===== src/rtl/evt_status_bank_pkg.sv =====
// Shared types and address map for the sticky status bank.
// Assumes every address fits in the top-level ADDR_W (at least 4 bits).
package evt_status_bank_pkg;

    typedef enum logic {SRC_LEVEL, SRC_EDGE} src_e;
    typedef enum logic {CLR_READ, CLR_MASK} clr_e;

    typedef struct packed {
        src_e src;
        logic act_high;
        clr_e clr;
        logic is_irq;
    } sticky_cfg_t;

    localparam int NSTICKY = 4;

    // field 3 .. field 0
    localparam sticky_cfg_t [NSTICKY-1:0] STICKY_CFG = {
        sticky_cfg_t'{src: SRC_EDGE,  act_high: 1'b0, clr: CLR_MASK, is_irq: 1'b1},
        sticky_cfg_t'{src: SRC_EDGE,  act_high: 1'b1, clr: CLR_READ, is_irq: 1'b1},
        sticky_cfg_t'{src: SRC_LEVEL, act_high: 1'b0, clr: CLR_MASK, is_irq: 1'b0},
        sticky_cfg_t'{src: SRC_LEVEL, act_high: 1'b1, clr: CLR_READ, is_irq: 1'b0}
    };

    localparam int A_CTRL    = 0;
    localparam int A_STAT    = 1;
    localparam int A_LIVE    = 2;
    localparam int A_BOOT    = 3;
    localparam int A_STROBE  = 4;
    localparam int A_SCRATCH = 5;
    localparam int A_STICKY0 = 6;
    localparam int A_IEN0    = A_STICKY0 + NSTICKY;

endpackage


===== src/rtl/sticky_field.sv =====
// One sticky event field of W bits.
// SRC selects level or edge capture, ACT_HIGH selects polarity, and CLR
// selects clear-on-read (rd_hit) or write-one-to-clear (wr_hit & wr_data).
// A set and a clear in the same cycle leave the bit set.
// Assumes rd_hit and wr_hit are single-cycle bus strobes already decoded.
module sticky_field
    import evt_status_bank_pkg::*;
#(
    parameter int   W        = 8,
    parameter src_e SRC      = SRC_LEVEL,
    parameter logic ACT_HIGH = 1'b1,
    parameter clr_e CLR      = CLR_READ
) (
    input  logic         clk,
    input  logic         rst_n,
    input  logic [W-1:0] src_in,
    input  logic         rd_hit,
    input  logic         wr_hit,
    input  logic [W-1:0] wr_data,
    output logic [W-1:0] val_o
);

    logic [W-1:0] set_v;
    logic [W-1:0] clr_v;

    generate
        if (SRC == SRC_EDGE) begin : g_edge
            logic [W-1:0] prev_q;
            // Keep the previous input sample for edge detection.
            always_ff @(posedge clk) begin
                if (!rst_n) prev_q <= '0;
                else        prev_q <= src_in;
            end
            assign set_v = ACT_HIGH ? (src_in & ~prev_q) : (prev_q & ~src_in);
        end else begin : g_level
            assign set_v = ACT_HIGH ? src_in : ~src_in;
        end
    endgenerate

    assign clr_v = (CLR == CLR_READ) ? {W{rd_hit}} : ({W{wr_hit}} & wr_data);

    // Sticky storage: clear first, then OR in new events so sets win.
    always_ff @(posedge clk) begin
        if (!rst_n) val_o <= '0;
        else        val_o <= (val_o & ~clr_v) | set_v;
    end

endmodule


===== src/rtl/boot_field.sv =====
// Read/write field that loads boot_in once, on the first clock edge after
// reset ends, and then behaves as ordinary storage.
// Assumes boot_in is stable around the end of reset.
module boot_field #(
    parameter int W = 8
) (
    input  logic         clk,
    input  logic         rst_n,
    input  logic [W-1:0] boot_in,
    input  logic         wr_hit,
    input  logic [W-1:0] wr_data,
    output logic [W-1:0] val_o
);

    logic loaded_q;

    // Load once after reset, afterwards accept bus writes.
    always_ff @(posedge clk) begin
        if (!rst_n) begin
            val_o    <= '0;
            loaded_q <= 1'b0;
        end else if (!loaded_q) begin
            val_o    <= boot_in;
            loaded_q <= 1'b1;
        end else if (wr_hit) begin
            val_o <= wr_data;
        end
    end

endmodule


===== src/rtl/evt_status_bank.sv =====
// Top of the sticky status and interrupt register bank.
// Decodes the register bus, holds the plain fields, instantiates the sticky
// fields and their enables, registers read data and the combined interrupt.
// Assumes single-cycle rd_en/wr_en strobes and ADDR_W of at least 4.
module evt_status_bank
    import evt_status_bank_pkg::*;
#(
    parameter int W      = 8,
    parameter int ADDR_W = 4
) (
    input  logic                 clk,
    input  logic                 rst_n,
    input  logic [ADDR_W-1:0]    addr,
    input  logic                 rd_en,
    input  logic                 wr_en,
    input  logic [W-1:0]         wr_data,
    output logic [W-1:0]         rd_data,
    input  logic [W-1:0]         stat_in,
    input  logic [W-1:0]         live_in,
    input  logic [NSTICKY*W-1:0] evt_in,
    input  logic [W-1:0]         boot_in,
    output logic [W-1:0]         ctrl_o,
    output logic [W-1:0]         strobe_o,
    output logic                 irq_o
);

    logic [W-1:0] stat_q, strobe_q, scratch_q, boot_val, rd_mux;
    logic [NSTICKY-1:0][W-1:0] sticky_val;
    logic [NSTICKY-1:0][W-1:0] ien_val;
    logic [W-1:0] irq_bits;

    function automatic logic hit(input logic [ADDR_W-1:0] a, input int target);
        return a == ADDR_W'(target);
    endfunction

    // Plain control, scratch, strobe holding and status copy registers.
    always_ff @(posedge clk) begin
        if (!rst_n) begin
            ctrl_o    <= '0;
            scratch_q <= '0;
            strobe_q  <= '0;
            strobe_o  <= '0;
            stat_q    <= '0;
        end else begin
            stat_q   <= stat_in;
            strobe_o <= (wr_en && hit(addr, A_STROBE)) ? wr_data : '0;
            if (wr_en && hit(addr, A_CTRL))    ctrl_o    <= wr_data;
            if (wr_en && hit(addr, A_SCRATCH)) scratch_q <= wr_data;
            if (wr_en && hit(addr, A_STROBE))  strobe_q  <= wr_data;
        end
    end

    boot_field #(.W(W)) u_boot (
        .clk     (clk),
        .rst_n   (rst_n),
        .boot_in (boot_in),
        .wr_hit  (wr_en && hit(addr, A_BOOT)),
        .wr_data (wr_data),
        .val_o   (boot_val)
    );

    generate
        for (genvar i = 0; i < NSTICKY; i++) begin : g_sticky
            sticky_field #(
                .W        (W),
                .SRC      (STICKY_CFG[i].src),
                .ACT_HIGH (STICKY_CFG[i].act_high),
                .CLR      (STICKY_CFG[i].clr)
            ) u_field (
                .clk     (clk),
                .rst_n   (rst_n),
                .src_in  (evt_in[i*W +: W]),
                .rd_hit  (rd_en && hit(addr, A_STICKY0 + i)),
                .wr_hit  (wr_en && hit(addr, A_STICKY0 + i)),
                .wr_data (wr_data),
                .val_o   (sticky_val[i])
            );

            if (STICKY_CFG[i].is_irq) begin : g_ien
                logic [W-1:0] ien_q;
                // Interrupt enable storage for this source.
                always_ff @(posedge clk) begin
                    if (!rst_n)                              ien_q <= '0;
                    else if (wr_en && hit(addr, A_IEN0 + i)) ien_q <= wr_data;
                end
                assign ien_val[i] = ien_q;
            end else begin : g_no_ien
                assign ien_val[i] = '0;
            end
        end
    endgenerate

    // Merge enabled interrupt bits across all sources.
    always_comb begin
        irq_bits = '0;
        for (int i = 0; i < NSTICKY; i++) irq_bits |= sticky_val[i] & ien_val[i];
    end

    // Read multiplexer over every mapped address.
    always_comb begin
        rd_mux = '0;
        if (hit(addr, A_CTRL))    rd_mux = ctrl_o;
        if (hit(addr, A_STAT))    rd_mux = stat_q;
        if (hit(addr, A_LIVE))    rd_mux = live_in;
        if (hit(addr, A_BOOT))    rd_mux = boot_val;
        if (hit(addr, A_STROBE))  rd_mux = strobe_q;
        if (hit(addr, A_SCRATCH)) rd_mux = scratch_q;
        for (int i = 0; i < NSTICKY; i++) begin
            if (hit(addr, A_STICKY0 + i)) rd_mux = sticky_val[i];
            if (hit(addr, A_IEN0 + i))    rd_mux = ien_val[i];
        end
    end

    // Registered read data and interrupt output.
    always_ff @(posedge clk) begin
        if (!rst_n) begin
            rd_data <= '0;
            irq_o   <= 1'b0;
        end else begin
            if (rd_en) rd_data <= rd_mux;
            irq_o <= |irq_bits;
        end
    end

endmodule


===== config.mk =====
export PLATFORM = sky130hd
export DESIGN_NAME = evt_status_bank
export DESIGN_NICKNAME = d
export VERILOG_FILES = /design/src/rtl/evt_status_bank_pkg.sv /design/src/rtl/sticky_field.sv /design/src/rtl/boot_field.sv /design/src/rtl/evt_status_bank.sv
export SDC_FILE = /design/constraint.sdc
export NUM_CORES = 1
export LEC_CHECK = 0
export ABC_AREA = 0
export CORE_MARGIN = 1.5
export CORE_UTILIZATION = 40
export CTS_CLUSTER_SIZE = 12
export DETAILED_ROUTE_END_ITERATION = 12
export PLACE_DENSITY = 0.6
export SLEW_MARGIN = 10
export SYNTH_ARGS = -nofsm -noshare
export SYNTH_HDL_FRONTEND = slang
export SYNTH_SLANG_ARGS = --single-unit

===== constraint.sdc =====
create_clock -name clk -period 2.4 [get_ports clk]
set_input_delay 0.24 -clock clk [delete_from_list [all_inputs] [get_ports clk]]
set_output_delay 0.24 -clock clk [all_outputs]
set_load 0.01 [all_outputs]

# Yosys cells after proc, flatten, opt, wreduce, memory -nomap -nowiden
# Index checks and enable logic that the tools add are counted.
[totals]
register_bits = 122
out_inout_bits = 25
[op_classes]
eq_ne = 14
mux = 17
bitwise = 22
n_reduce_logical = 13
[ops]
columns = ["operator", "count"]
rows = [
  ["two-way mux 8 bit", 16],
  ["AND 8 bit", 10],
  ["inverter 8 bit", 7],
  ["bitwise OR 8 bit", 5],
  ["== test 4 bit, second input constant", 6],
  ["== test 4 x 3 -> 1 bit, second input constant", 4],
  ["logical AND 1 bit", 10],
  ["== test 4 x 2 -> 1 bit, second input constant", 2],
  ["OR reduction 8 bit", 1],
  ["== test 4 x 1 -> 1 bit, second input constant", 1],
  ["logical NOT 4 bit", 1],
  ["inequality test 2 x 1 -> 1 bit, second input constant", 1],
  ["AND reduction 2 bit", 1],
  ["two-way mux 1 bit", 1],
]

# Depth between registers and ports, before layout
# Gate-level depths: netlist (run 1).
[depth]
depth_word = 15
ltp_mapped = 8
depth_no_buf = 5

# Modules after synthesis
# Synthesis (run 1) repeated with hierarchy kept, for this count alone.
[unflattened]
hier_cells = 606
area_unflattened_um2 = 5669.2
[modules_own_cells]
columns = ["module", "instances", "cells_each", "area_per_inst_um2", "seq_area_each_um2"]
rows = [
  ["evt_status_bank", 1, 421, 3570.9, 1301.2],
  ["sticky_field at g_sticky[3].u_field", 1, 51, 561.8, 320.3],
  ["sticky_field at g_sticky[2].u_field", 1, 49, 549.3, 320.3],
  ["boot_field", 1, 35, 370.4, 180.2],
  ["sticky_field at g_sticky[1].u_field", 1, 25, 341.6, 160.2],
  ["sticky_field at g_sticky[0].u_field", 1, 25, 275.3, 160.2],
]

# Least setup slack after synthesis (run 1)
# No wires, ideal clock.
[synth_path]
path_kind = "input port to flip-flop"
startpoint = "input addr[2]"
endpoint = "register g_sticky[3].u_field.val_o[0]"
setup_time_ps = 115
t_arrival_ps = 1267
path_slack_ps = 1018
cell_stages = 6
path_cell_list = "buf_2 -> nand2b_1 -> or3_4 -> nor2_4 -> a21boi_1 -> o21a_1"
[synth_between]
elab_chain_len = 6
[synth_rtl]
columns = ["item", "line_no", "source"]
rows = [
  ["start: declaration", "evt_status_bank.sv:13", "input logic [ADDR_W-1:0] addr,"],
  ["== test 4 bit", "evt_status_bank.sv:33", "return a == ADDR_W'(target);"],
  ["logical AND 1 bit", "evt_status_bank.sv:74", ".wr_hit (wr_en && hit(addr, A_STICKY0 + i)),"],
  ["AND 8 bit", "sticky_field.sv:40", "assign clr_v = (CLR == CLR_READ) ? {W{rd_hit}} : ({W{wr_hit}} & wr_data);"],
  ["inverter 8 bit", "sticky_field.sv:45", "else val_o <= (val_o & ~clr_v) | set_v;"],
  ["AND 8 bit", "sticky_field.sv:45", ""],
  ["bitwise OR 8 bit", "sticky_field.sv:45", ""],
  ["end signal: assignment", "sticky_field.sv:45", ""],
  ["end: declaration", "sticky_field.sv:20", "output logic [W-1:0] val_o"],
]
# No other way between the ends.
# A chain may end at the register's enable or synchronous reset.

# Final worst setup path (run 1)
[layout_path]
startpoint = "input addr[0]"
endpoint = "register rd_data[4]"
[layout_between]
elab_chain_len = 15
word_cells_on_any_way = 28
cone_classes = "eq/ne (13); mux (14); reduce/logical (1)"
[layout_rtl]
columns = ["item", "line_no", "source"]
rows = [
  ["logical NOT 4 bit", "evt_status_bank.sv:33", ""],
  ["two-way mux 8 bit", "evt_status_bank.sv:102", "if (hit(addr, A_CTRL)) rd_mux = ctrl_o;"],
  ["two-way mux 8 bit", "evt_status_bank.sv:103", "if (hit(addr, A_STAT)) rd_mux = stat_q;"],
  ["two-way mux 8 bit", "evt_status_bank.sv:104", "if (hit(addr, A_LIVE)) rd_mux = live_in;"],
  ["two-way mux 8 bit", "evt_status_bank.sv:105", "if (hit(addr, A_BOOT)) rd_mux = boot_val;"],
  ["two-way mux 8 bit", "evt_status_bank.sv:106", "if (hit(addr, A_STROBE)) rd_mux = strobe_q;"],
  ["two-way mux 8 bit", "evt_status_bank.sv:107", "if (hit(addr, A_SCRATCH)) rd_mux = scratch_q;"],
  ["two-way mux 8 bit", "evt_status_bank.sv:109", "if (hit(addr, A_STICKY0 + i)) rd_mux = sticky_val[i];"],
  ["two-way mux 8 bit", "evt_status_bank.sv:110", "if (hit(addr, A_IEN0 + i)) rd_mux = ien_val[i];"],
  ["two-way mux 8 bit", "evt_status_bank.sv:109", ""],
  ["two-way mux 8 bit", "evt_status_bank.sv:110", ""],
  ["two-way mux 8 bit", "evt_status_bank.sv:109", ""],
  ["two-way mux 8 bit", "evt_status_bank.sv:110", ""],
  ["two-way mux 8 bit", "evt_status_bank.sv:109", ""],
  ["two-way mux 8 bit (*)", "evt_status_bank.sv:110", ""],
  ["end signal: assignment", "evt_status_bank.sv:120", "if (rd_en) rd_data <= rd_mux;"],
  ["end: declaration", "evt_status_bank.sv:17", "output logic [W-1:0] rd_data,"],
]
# Every way passes the cells marked *; elsewhere a longest branch is shown, timed or not.

==> results of run 1 <==
[Yosys cell counts, drive strengths merged]
master and instances:
nor2b 48, a31oi 2, a211oi 13, a221oi 2, buf 28, nor3 11, inv 19, a22o 2
o211ai 8, o22ai 8, nand4 2, mux2i 21, o41a 1, and2b 1, nand2 69, a22oi 17
a32o 2, o221ai 5, nand3b 2, o211a 8, nand2b 8, dfxtp 122, o22a 1, and2 22
nor2 21, and3 11, nand3 16, clkbuf 15, o21ai 37, o32ai 1, a21boi 34, and4b 1
or3 2, a2111oi 3, o21a 9, mux2 4, a21oi 33, o2bb2ai 3, a211o 2, a32oi 1
nand4b 1
[power breakdown]
group / switching [mW] / total [mW] / internal [mW]
combinational: 0.285 / 0.572 / 0.287
sequential: 0.0697 / 2.19 / 2.12
clock: 0.970 / 2.67 / 1.70
[worst max-delay path by stage]
| stage | from | endpoint | slack (ns) | cells after the start |
|---|---|---|---|---|
| global placement | addr[0] | rd_data[5] | 0.07 | 7 |
| detailed placement | addr[0] | rd_data[5] | 0.09 | 7 |
| CTS | addr[0] | rd_data[5] | 0.52 | 7 |
| global route | addr[0] | rd_data[5] | 0.41 | 7 |
| floorplan | addr[2] | g_sticky[3].u_field.val_o[0] | 1.02 | 6 |
| finish | addr[0] | rd_data[4] | 0.47 | 7 |
[worst max-delay path, stage by stage]
cell	delay, ns
clkdlybuf4s50_1	0.68
buf_4	0.27
buf_4	0.21
nand2b_1	0.22
o22ai_1	0.11
a211oi_1	0.36
a32o_1	0.19
[sequential cells by signal, indices dropped and copies added (netlist names)]
signal,cells
u_boot.val_o,8
g_sticky.g_ien.ien_q,16
strobe_o,8
scratch_q,8
strobe_q,8
irq_o,1
ctrl_o,8
g_sticky.u_field.val_o,32
g_sticky.u_field.g_edge.prev_q,16
u_boot.loaded_q,1
stat_q,8
rd_data,8
[metal layers]
layer  up-vias  track usage  wire length [um]
li1       2394            -                 -
met1      2346        0.332              8160
met2       158        0.431              8560
met3        32       0.0594               814
met4         0        0.116               592
met5         -            0                 0
[placed cells by master (no fill, tap or decap), types with 3 or more instances in the layout]
cell type        netlist  final
buf_4                  6     29
and3_1                11     11
inv_6                  0      3
a21boi_1              33     33
o2bb2ai_1              3      3
nand2_1               69     69
o22ai_1                8      8
o21a_1                 9      9
o211ai_1               8      8
clkdlybuf4s50_1        0     95
clkbuf_16              0     17
nand2b_1               8      8
nor2b_1               47     47
and2_1                22     22
bufinv_16              0      3
nand3_1               15     15
nor2_1                19     19
clkinvlp_4             0      3
dfxtp_1              122    122
mux2i_1               21     21
o211a_1                8      8
a22oi_1               17     17
o21ai_1               21     21
o221ai_1               5      5
mux2_1                 3      3
a211oi_1              13     13
a2111oi_0              3      3
a21oi_1               33     33
inv_1                 17     17
nor3_1                11     11
o21ai_0               16     16
[final cells by class]
| class | count | area (sq um) | share of cell area |
|---|---|---|---|
| multi-input cells | 432 | 2690 | 0.370 |
| clock buffers | 19 | 453 | 0.0624 |
| well taps | 176 | 220 | 0.0304 |
| repair buffers | 127 | 1210 | 0.167 |
| flip-flops and latches | 122 | 2440 | 0.337 |
| clock inverters | 13 | 166 | 0.0229 |
| inverters | 19 | 71.3 | 0.00983 |
[stage by stage]
| stage | power [mW] | instance area [sq um] | hold WS (ns) | util |
|---|---|---|---|---|
| finish | 5.42 | 7250 | 0.339 | 0.548 |
| floorplan | 2.50 | 5430 | 0.268 | - |
| detailed placement | 2.80 | 6640 | 0.395 | 0.501 |
| global placement | 2.79 | 6640 | 0.392 | 0.501 |
| global route | 5.61 | 7250 | 0.330 | 0.548 |
| CTS | 5.45 | 7250 | 0.326 | 0.548 |
[cell families (layout without fill, tap and decap cells)]
group	Yosys count	after routing
AO/OA/AOI/OAI	192	192
AND/OR/NAND/NOR	215	215
multiplexers	25	25
flip-flops	122	122
buffers and inverters	62	178
==> metrics, run 1 <==
run status finished, final reports clean; RSZ-0062 raised after global routing false; CTS-repair resized insts 0; first-pass GRT wire length ~28 mm; clock input transition at the sequential cells of the worst setup and hold paths around 0.060 ns; compound-cell area share of the yosys netlist 0.241; hold violation count in the final report 0; count of standard-cell rows 42; initial antenna violation count 0; final non-filler cell total a little over 900; TritonCTS clock tree yes; Synth Warn # 0; area share of fa/ha/maj cells after synthesis 0; Post-CTS Hold Buffers 0; Avg Vias per Cell 5.43; Maximum Capacitance Violations 0; netlist area before placement roughly 5400 sq um; filler cell count between 1000 and 1500; r2r startpoint u_boot.loaded_q; min-delay src rst_n; floorplan die area approximately 14000 sq um; Sum Neg Setup Slack 0 ns; post-detailed-route wirelength per cell about 20 um; number of endpoints failing setup at the final stage 0; clock insertion delay at the later pin of the skew report 0.42 ns; initial detailed-routing violation count around 350; Leak ~2.8 nW; remaining max-slew budget at the tightest pin 0.622; worst reg2reg path depth 2; Worst VDD drop 0.000702 V; part of the Yosys area used for sequential elements 0.450; IO buf count 96; DRC violations left 0; upper clock frequency limit 519 MHz; worst setup path category input pin to flip-flop; Worst Clk Skew 0.00435 ns; hold path cells 2; Via Count just under 5000; fraction of layout cells with a size suffix above 1 0.0997; worst min-delay path class input pin to flip-flop; PnR worst setup slack 0.472 ns; setup slack of the most critical reg-to-reg path around 0.89 ns; maximum fanout along the worst path 13; power per unit of standard cell area roughly 750 nW/um^2; post-synthesis cell type with the largest combined area dfxtp_1; hold-critical path endpoint u_boot.loaded_q; Final Net Count about 790; leading post-synthesis cells by cell area dfxtp_1, nor2b_1, nand2_1; maximum number of pins on one net before global-route repair about 120; flops & latches, synth roughly 120; startpoint types input pin; Initial Util 0.410; Worst Path Required 2.76 ns; width of the die between 100 and 150 um; category of the worst setup path capture point flip-flop; XOR/XNOR share of the synthesized area 0; Yosys cell types 52; cell total after placement approximately 880; die outline height roughly 120 um; ports placed on the boundary 97; final weighted congestion in routability-driven placement 0.930; Detail Route Antenna Nets 0; mean area per synthesized cell approximately 8.8 sq um; Simple-Gate Fraction of Synth Area 0.207; core region area 13200 sq um; number of diodes 0; arrival time reported for the critical path endpoint roughly 2.3 ns; Worst-Margin Slew ~0.57 ns; Area growth syn-to-layout 33.7%; Clock Sinks ~120; clk buf depth 2; multiplexer fraction of the synthesized cell area 0.0470; post-CTS setup repair buffer count 0; router iterations before antenna repair 5; Worst Setup Slack post-DPL 0.0933 ns; clock buffers created by TritonCTS 17; Slew Limit Fails 0; area share of the largest cell type after synthesis 0.450; Worst R2R End u_boot.val_o[1]; shortest clock period the worst path allows after layout 1.93 ns; post-synthesis net count 688; final period utilization 0.803; largest family of logic cells by synthesized area compound AO/OA/AOI/OAI gates; Total Routed Length between 15 and 20 mm; number of levels the H-tree was split into 4; HPWL after DPL 13.2 mm; GRT Overall Usage 0.264; Clock Root Buffer clkbuf_16; total congestion overflow after global routing 0; Synth Instances between 600 and 700; number of global-route vias before repair roughly 5000
No activity file was read; power rests on OpenSTA's default activity.
==> inputs of run 2 (changes only) <==
==> constraint.sdc (replaced) <==
create_clock -name clk -period 1.9 [get_ports clk]
set_input_delay 0.19 -clock clk [delete_from_list [all_inputs] [get_ports clk]]
set_output_delay 0.19 -clock clk [all_outputs]
set_load 0.01 [all_outputs]
==> run 2 against run 1 <==
  * Worst setup slack worse by 0.32 ns
  * Global-route usage up 0.32 points
  * Clock skew up 0.00087 ns
  * Sequential power is 26% higher
  * Critical path type unchanged
  * Largest power group unchanged
==> metrics, run 2 (same netlist as run 1, synthesis figures left out) <==
run status finished, final reports clean; Clock Root Buffer clkbuf_16; family with the most delay on the worst path buffers and inverters; clock insertion delay at the later pin of the skew report about 0.42 ns; cell type of the slowest stage on the worst timing path clkdlybuf4s50_1; remaining max-slew budget at the tightest pin 0.668; Clock Sinks around 120; sequential cell area in the final layout between 2000 and 2500 sq um; GRT Overall Usage 0.267; shortest clock period the worst path allows after layout 1.75 ns; number of global-route vias before repair 4883; Worst VDD drop approximately 0.0007 V; power per unit of standard cell area ~930 nW/um^2; Worst Clk Skew 0.00522 ns; maximum number of pins on one net before global-route repair 85; Slew Limit Fails 0; clk buf depth 2; Final Net Count between 800 and 900; Post-CTS Hold Buffers 0; router iterations before antenna repair 5; category of the worst setup path capture point flip-flop; count of standard-cell rows 42; Sum Neg Setup Slack 0 ns; arrival time reported for the critical path endpoint roughly 2.1 ns; HPWL after DPL 13.9 mm; leading registers by flop count g_sticky.u_field.val_o: 32 flops, g_sticky.g_ien.ien_q: 16 flops, g_sticky.u_field.g_edge.prev_q: 16 flops; Initial Util 0.410; initial detailed-routing violation count around 280; total congestion overflow after global routing 0; most common library cell in the layout ignoring fill and taps dfxtp_1; clock input transition at the sequential cells of the worst setup and hold paths roughly 0.06 ns; first-pass GRT wire length approximately 28 mm; clock buffers created by TritonCTS 17; area occupied by multi-input gates 2690 sq um; fraction of layout cells with a size suffix above 1 0.130; Area growth syn-to-layout 38.7%; post-detailed-route wirelength per cell 19.8 um; worst setup path category input pin to flip-flop; worst min-delay path class input pin to flip-flop; startpoint types input pin; Worst Path Required approximately 2.2 ns; initial antenna violation count 0; cell area after layout ~7500 sq um; number of endpoints failing setup at the final stage 0; final weighted congestion in routability-driven placement between 0.9 and 1; core region area 13200 sq um; floorplan die area approximately 14000 sq um; IO buf count between 90 and 100; Worst-Margin Slew just under 0.5 ns; maximum fanout along the worst path 7; final period utilization 0.921; number of flip-flops in the largest register 32; TritonCTS clock tree yes; leading cell types in the layout, fill and taps excluded dfxtp_1, clkdlybuf4s50_1, nand2_1; Leak around 3 nW; CTS-repair resized insts 0; Most flops, register g_sticky.u_field.val_o; hold violation count in the final report 0; number of diodes 0; Detail Route Antenna Nets 0; filler cell count roughly 1300; chain of cells forming the critical path clkdlybuf4s50_1 > buf_4 > mux2_1 > a22oi_1 > o221ai_1 > a21oi_1 > a211oi_1; maximum single-stage delay on the critical path about 0.62 ns; Via Count 5012; Post-Place Cell Area about 7000 sq um; RSZ-0062 raised after global routing false; count of buffer and inverter cells on the critical path 2; Maximum Capacitance Violations 0; width of the die approximately 120 um; minimum hold slack ~0.32 ns; die outline height between 100 and 150 um; Avg Vias per Cell 5.36; ports placed on the boundary 97; upper clock frequency limit 571 MHz; DRC violations left 0; Total Routed Length around 19 mm; post-CTS setup repair buffer count 0; number of levels the H-tree was split into 4
==> run 2: cell types whose count changed in the layout (fill, tap and decap cells not counted) <==
cell,previous run,this run
clkbuf_8,2,1
buf_12,2,6
bufinv_16,3,4
clkbuf_1,0,1
clkinv_2,2,1
buf_4,29,52
==> run 2: power breakdown <==
| group | internal, mW | switching (mW) | leakage, nW |
|---|---|---|---|
| Sequential | 2.67 | 0.0898 | 1.00 |
| Combinational | 0.402 | 0.374 | 1.70 |
| Clock | 2.24 | 1.22 | 0.301 |
| Total | 5.32 | 1.68 | 3.00 |
==> run 2: metrics by stage <==
step	setup WS, ns	utilization	total power [mW]	std cells
2_1_floorplan	0.568	-	3.15	616
3_3_place_gp	-0.285	0.520	3.58	903
3_5_place_dp	-0.250	0.520	3.59	903
4_1_cts	0.183	0.568	7.05	935
5_1_grt	0.0681	0.568	7.23	935
6_report	0.150	0.568	7.00	935
==> run 2: path summary, 6_finish.rpt <==
path / start / cells after the start / end / slack, ns
worst max-delay path: addr[0] / 7 / rd_data[3] / 0.15
worst min-delay path: evt_in[8] / 2 / g_sticky[1].u_field.val_o[0] / 0.32
worst max register to register: u_boot.val_o[3] / 5 / rd_data[3] / 0.46
worst min register to register: g_sticky[2].u_field.g_edge.prev_q[3] / 1 / g_sticky[2].u_field.val_o[3] / 0.40
==> run 2: worst reg2reg max path, cell delays in order (launching register included) <==
cell,delay [ns]
dfxtp_1,0.32
mux2_1,0.32
a22oi_1,0.24
o221ai_1,0.20
a21oi_1,0.18
a211oi_1,0.06
==> run 2: per-layer routing <==
layer	share of wire	vias up	global-route usage
met4	0.034	0	0.113
li1	-	2445	-
met1	0.44	2371	0.346
met2	0.47	167	0.430
met5	0	-	0
met3	0.058	29	0.0556
==> run 2: area by class of cell <==
type                       count  share of cell area
inverter                      19             0.00948
clock inverter                13              0.0254
multi-input combinational    432               0.357
clock buffer                  19              0.0589
timing repair buffer         154               0.195
tap                          176              0.0293
sequential                   122               0.325
